===== config.mk =====
export PLATFORM = sky130hd
export DESIGN_NAME = recipDivTop
export DESIGN_NICKNAME = d
export VERILOG_FILES = /design/src/rtl/recipDivPkg.sv /design/src/rtl/recipDivCtrl.sv /design/src/rtl/recipDivPath.sv /design/src/rtl/recipDivTop.sv
export SDC_FILE = /design/constraint.sdc
export NUM_CORES = 1
export LEC_CHECK = 0
export CORE_ASPECT_RATIO = 0.75
export CORE_MARGIN = 2
export CORE_UTILIZATION = 55
export DETAILED_ROUTE_END_ITERATION = 10
export DONT_BUFFER_PORTS = 1
export PLACE_DENSITY = 0.7
export SLEW_MARGIN = 20
export SYNTH_ARGS = -nofsm -noshare
export SYNTH_HDL_FRONTEND = slang
export SYNTH_SLANG_ARGS = --single-unit

===== constraint.sdc =====
create_clock -name clk -period 13.64 [get_ports clk]
set_input_delay 1.364 -clock clk [delete_from_list [all_inputs] [get_ports clk]]
set_output_delay 1.364 -clock clk [all_outputs]
set_load 0.01 [all_outputs]

===== src/rtl/recipDivPkg.sv =====
package recipDivPkg;

  localparam int DW = 32;

  typedef struct packed {
    logic loadStage1;
    logic loadStage2;
  } divStrobes_t;

  function automatic bit isPow2(input logic [DW-1:0] d);
    return (d != '0) && ((d & (d - 1'b1)) == '0);
  endfunction

  // smallest l with 2^l >= d
  function automatic int ceilLog2(input logic [DW-1:0] d);
    int r;
    r = DW;
    for (int i = DW; i >= 0; i--) begin
      if ((65'(1) << i) >= 65'(d)) r = i;
    end
    return r;
  endfunction

  // low DW bits of the round-up reciprocal: floor(2^DW*(2^l-d)/d)+1
  function automatic logic [DW-1:0] magicOf(input logic [DW-1:0] d);
    logic [2*DW+1:0] num;
    int l;
    if (d == '0) return '0;
    l = ceilLog2(d);
    num = ((66'(1) << l) - 66'(d)) << DW;
    return DW'(num / 66'(d) + 66'(1));
  endfunction

endpackage


===== src/rtl/recipDivCtrl.sv =====
module recipDivCtrl
  import recipDivPkg::*;
(
  input  logic        clk,
  input  logic        rstN,
  input  logic        inValid,
  output divStrobes_t strobes,
  output logic        outValid
);

  logic valid1;

  always_ff @(posedge clk or negedge rstN) begin
    if (!rstN) begin
      valid1   <= 1'b0;
      outValid <= 1'b0;
    end else begin
      valid1   <= inValid;
      outValid <= valid1;
    end
  end

  always_comb begin
    strobes.loadStage1 = inValid;
    strobes.loadStage2 = valid1;
  end

endmodule


===== src/rtl/recipDivPath.sv =====
module recipDivPath
  import recipDivPkg::*;
#(
  parameter logic [DW-1:0] DIVISOR = 7
) (
  input  logic          clk,
  input  logic          rstN,
  input  divStrobes_t   strobes,
  input  logic [DW-1:0] inDividend,
  output logic [DW-1:0] outQuot,
  output logic [DW-1:0] outRem
);

  localparam bit            POW2    = isPow2(DIVISOR);
  localparam int            SHIFT_L = ceilLog2(DIVISOR);
  localparam logic [DW-1:0] MAGIC   = magicOf(DIVISOR);
  localparam logic [DW-1:0] MASK    = DIVISOR - 1'b1;

  logic [DW-1:0] dividend1;

  generate
    if (POW2) begin : g_shift
      always_ff @(posedge clk or negedge rstN) begin
        if (!rstN) begin
          dividend1 <= '0;
          outQuot   <= '0;
          outRem    <= '0;
        end else begin
          if (strobes.loadStage1) dividend1 <= inDividend;
          if (strobes.loadStage2) begin
            outQuot <= dividend1 >> SHIFT_L;
            outRem  <= dividend1 & MASK;
          end
        end
      end
    end else begin : g_recip
      logic [2*DW-1:0] product;
      logic [DW-1:0]   highPart1;
      logic [DW-1:0]   fixedSum;
      logic [DW-1:0]   quotNext;
      logic [DW-1:0]   backMul;

      always_comb begin
        product  = (2*DW)'(inDividend) * (2*DW)'(MAGIC);
        fixedSum = highPart1 + ((dividend1 - highPart1) >> 1);
        quotNext = fixedSum >> (SHIFT_L - 1);
        backMul  = DW'(quotNext * DIVISOR);
      end

      always_ff @(posedge clk or negedge rstN) begin
        if (!rstN) begin
          dividend1 <= '0;
          highPart1 <= '0;
          outQuot   <= '0;
          outRem    <= '0;
        end else begin
          if (strobes.loadStage1) begin
            dividend1 <= inDividend;
            highPart1 <= product[2*DW-1:DW];
          end
          if (strobes.loadStage2) begin
            outQuot <= quotNext;
            outRem  <= dividend1 - backMul;
          end
        end
      end
    end
  endgenerate

endmodule


===== src/rtl/recipDivTop.sv =====
module recipDivTop
  import recipDivPkg::*;
#(
  parameter logic [31:0] DIVISOR = 7
) (
  input  logic        clk,
  input  logic        rstN,
  input  logic        inValid,
  input  logic [31:0] inDividend,
  output logic        outValid,
  output logic [31:0] outQuot,
  output logic [31:0] outRem
);

  generate
    if (DIVISOR == 0) begin : g_badDivisor
      $error("recipDivTop: DIVISOR must be nonzero");
    end
  endgenerate

  divStrobes_t strobes;

  recipDivCtrl u_ctrl (
    .clk      (clk),
    .rstN     (rstN),
    .inValid  (inValid),
    .strobes  (strobes),
    .outValid (outValid)
  );

  recipDivPath #(.DIVISOR(DIVISOR)) u_path (
    .clk        (clk),
    .rstN       (rstN),
    .strobes    (strobes),
    .inDividend (inDividend),
    .outQuot    (outQuot),
    .outRem     (outRem)
  );

endmodule


Word level (Yosys, flattened, before mapping)
Cells that the tools add are included.
Widths: inputs -> output; s select.

storage, ports and cells
  word-level logic and storage cells = 11
  output and inout port bits = 65
  register bits after elaboration = 126

operators by class
  $add $sub $neg = 3
  multipliers = 2

operators by type and width
  kind                    number
  $mul 32x30->62 const B  1
  $add 30x31->32          1
  $mul 30x3->32 const B   1
  $sub 32x30->32          1
  $sub 32x32->32          1

Depth between registers and ports, before layout
  depth after elaboration = 4
  gate-level depth with buffers = 37
  gate-level depth less buffers = 37

Hierarchy
A second synthesis with hierarchy kept.

unflattened totals
  cell total of the unflattened synthesis = 2374
  area, all modules = 22559.1 sq um

modules (own cells, without submodules)
  module        times used  area an instance (sq um)  cells an instance  seq. area each (sq um)
  recipDivPath  1           22494.1                   2370               3103.0
  recipDivCtrl  1           65.1                      4                  50.0

Worst setup path before layout
OpenSTA, ideal clock, no wires.

  path kind = flip-flop to flip-flop
  start = reg u_path.g_recip.highPart1[0]
  end = reg u_path.outRem[31]
  path slack = 6.505 ns
  data required time = 13.558 ns
  arrival = 7.053 ns
  cell stages (with the launch flop) = 38
  setup time = 0.082 ns
  cell sequence = dfrtp_1 nor2b_2 fa_1 nor2b_1 o21ai_1 a21boi_1 o21ai_1 a21boi_1 o21ai_1 a21boi_0 o21a_1 nor2_1 xnor2_1 ha_1 a21oi_1 o22ai_1 o21a_1 nor3_1 [... 2 more ...] nor2b_1 nor2_1 xnor2_1 fa_1 fa_1 inv_1 ha_1 buf_2 and3_1 and3_1 nand2_1 o211a_1 o21ai_1 o21bai_4 a21oi_2 o311a_1 or3_1 a31oi_1

between the ends
  cells in the longest elaborated chain, start to end = 4

ends and longest elaborated chain
  item                             line                RTL
  start, declared                  recipDivPath.sv:38  logic [DW-1:0] highPart1;
  start signal, assigned           recipDivPath.sv:59  highPart1 <= product[2*DW-1:DW];
  $sub 32x30->32                   recipDivPath.sv:45  fixedSum = highPart1 + ((dividend1 - highPart1) >> 1);
  $add 30x31->32 *                 recipDivPath.sv:45
  via u_path.g_recip.fixedSum[16]  recipDivPath.sv:39  logic [DW-1:0] fixedSum;
  $mul 30x3->32 *                  recipDivPath.sv:47  backMul = DW'(quotNext * DIVISOR);
  $sub 32x32->32 *                 recipDivPath.sv:63  outRem <= dividend1 - backMul;
  end signal, assigned             recipDivPath.sv:63
  end, declared                    recipDivPath.sv:11  output logic [DW-1:0] outRem

Mark *: on every way through the listed nets, which the timed path passes. The rest lies on a longest branch.
A chain may end at the register's enable or synchronous reset.

Worst setup path in the final report
Ends and elaborated chain as after synthesis.

==> flow_summary.yaml <==
outcome:
  status: "finished, final reports clean"
global_routing:
  grt_max_degree: 127
  grt_usage_pct: 28.8
  first_global_vias: 17700
  grt_antenna_before_repair: 1
  grt-ovfl-total: 0
  grt_pass1_wl_mm: 96.5
worst_setup_path:
  reg2reg_from: "u_path.g_recip.highPart1[0]"
  timing.rr.end: "u_path.outRem[31]"
  crit_required_ps: 14010
  start_kind: "flip-flop"
  crit_path_max_fanout: 6
  critPathMaxStageDelay_ps: 550
  crit_end: "u_path.outRem[31]"
  cp.arrival_ps: 8530
  crit_path_end_kind: "flip-flop"
  reg2regPathDepth: 34
  criticalPathCategory: "reg -> reg"
  crit_start: "u_path.g_recip.highPart1[0]"
  rrSetupSlack_ps: 5470
  crit_path_top_delay_cell: "fa_1"
  cp_common_cell: "o21ai_1"
final_layout:
  antennaDiodeCount: 0
  syn_to_final_growth_pct: 5.17
  final_nets: 3135
  layoutNonFillerInstCount: 2932
  filler_cell_count: 3595
  drive_gt1_share_pct: 5.53
sta:
  setup-violations-final: 0
  slew-limit-headroom_pct: 48.4
  period_share_pct: 59.9
  clock_skew_ps: 9.69
  rsz0062_at_grt: "no"
  final_max_slew_viol_count: 0
  worstMarginPinSlew_ps: 770
  finalHoldViolCount: 0
  finalCriticalPeriod_ps: 8170
  fmax_ghz: 0.122
  tns_ps: 0
placement:
  port_buffers: 0
  dp_hpwl_mm: 49.6
  placed_cells: 2900
  finalWeightedCongestion: 1.03
logic_synthesis:
  syn_avg_cell_area_um2: 9.49
  synth_area_leader_cell: "fa_1"
  synth_edf_count: 0
  ys_types: 87
  async_flop_share_pct: 100
  synth_seq_area_share_pct: 13.9
  ys_warn_count: 0
  ys_ff_latch: 126
  synthFlopType: "dfrtp_1"
  synth_commonest_cells: "inv_1 (551), ha_1 (428), fa_1 (281)"
  synth.most_common_cell: "inv_1"
  netlist_top_cells_area: "fa_1 (25%), ha_1 (24%), dfrtp_1 (14%)"
  synth_cells: 2399
  synth_area_mm2: 0.0228
  netlist.area_leader.share_pct: 24.7
detailed_routing:
  ant_nets: 0
  wl_per_cell_um: 20.1
  dr.pass1.iters: 6
  drt_wl_total_mm: 59.0
  drc: 0
  vias: 16700
  drt-vias-per-instance: 5.70
  drt_iter0_markers: 1155
clocking:
  clkTransAtPathRegs_ps: 70
  cts_resized: 0
  cts_buffers: 17
  cts_tree: "yes"
  clock_sinks: 126
  clockBufferDepth: 2
  post-cts-setup-buffer-count: 0
  cts-root-buf: "clkbuf_16"
  h-tree-depth: 4
  clk_latency_ps: 450
  hold_buffers: 0
floorplanning:
  fp.dieW_um: 239
  start_util_pct: 55.7
  design.die.area_mm2: 0.0430
  die_h_um: 180
  pin_count: 100
  placementRows: 64
  core-area_mm2: 0.0408
min_path:
  hp-class: "reg -> reg"
job:
  drv_cap: 0
[sequential cells by signal, indices dropped and copies added, names as in the netlist]
| signal | count |
|---|---|
| u_path.g_recip.highPart1 | 30 |
| u_path.outRem | 32 |
| u_path.outQuot | 30 |
| u_path.dividend1 | 32 |
| u_ctrl.outValid | 1 |
| u_ctrl.valid1 | 1 |
[layer usage]
metal	global-route usage (%)	part of all wire, %
met2	41.9	42
met5	1.57	0.16
met1	42.2	47
met4	4.08	1.3
met3	9.94	9.9
[worst min path at each step]
| stage | startpoint | end | slack [ps] | cells past startpoint |
|---|---|---|---|---|
| after floorplan | u_ctrl.valid1 | u_ctrl.outValid | 390 | 0 |
| after global placement | u_path.g_recip.highPart1[0] | u_path.g_recip.highPart1[0] | 540 | 2 |
| after detailed placement | u_path.g_recip.highPart1[22] | u_path.g_recip.highPart1[22] | 550 | 2 |
| after CTS | u_path.g_recip.highPart1[0] | u_path.g_recip.highPart1[0] | 570 | 2 |
| after global routing | u_path.g_recip.highPart1[22] | u_path.g_recip.highPart1[22] | 570 | 2 |
| final | u_path.g_recip.highPart1[22] | u_path.g_recip.highPart1[22] | 560 | 2 |
[metrics by stage]
stage | hold slack, ps | setup slack [ps] | instance area (µm²) | utilization (%)
5_1_grt | 575 | 4900 | 23900 | 58.6
3_3_place_gp | 537 | 5900 | 23300 | 57.1
3_5_place_dp | 553 | 5680 | 23300 | 57.1
4_1_cts | 567 | 5580 | 23900 | 58.6
6_report | 564 | 5470 | 23900 | 58.6
2_1_floorplan | 391 | 6510 | 22800 | -
[logic make-up (layout without fill, tap and decap cells)]
family	count (synthesis)	in the layout	synth area share, %
fa+ha+maj	711	711	48.3
compound gates	449	449	12.8
xor+xnor	109	109	4.45
mux	73	73	3.52
other cells	1	2	0.0165
buf+inv	580	584	9.60
simple gates	350	350	7.43
flops	126	126	13.9
[cells in the final DEF (no fill, tap or decap), drive strengths merged, types with 20 or more instances in the layout]
| master | netlist | routed |
|---|---|---|
| o21bai | 21 | 21 |
| nor2b | 23 | 23 |
| o21ai | 115 | 115 |
| nand2 | 116 | 116 |
| nand3 | 30 | 30 |
| xor2 | 38 | 38 |
| a21oi | 135 | 135 |
| inv | 551 | 555 |
| xnor2 | 70 | 70 |
| dfrtp | 126 | 126 |
| nor2 | 90 | 90 |
| ha | 428 | 428 |
| a21o | 56 | 56 |
| fa | 281 | 281 |
| o21a | 20 | 20 |
| mux2 | 57 | 57 |
[worst max-delay path, delay by kind of cell (launching register included)]
family | cells | cell delay (ps)
xor+xnor | 2 | 420
flops | 1 | 400
compound gates | 15 | 3120
fa+ha+maj | 5 | 2210
simple gates | 9 | 1660
buf+inv | 3 | 250
[cell type report]
class	instances	area [µm²]	share of cell area, %
clock buffer	18	439	1.83
multi-input combinational	1694	17400	72.8
timing repair buffer	1	7.51	0.0314
inverter	551	2070	8.64
sequential	126	3150	13.2
tap	528	661	2.76
clock inverter	14	183	0.763
Power is not shown: default switching activity piles up to over one toggle a cycle in this logic, so the estimate is an artifact.
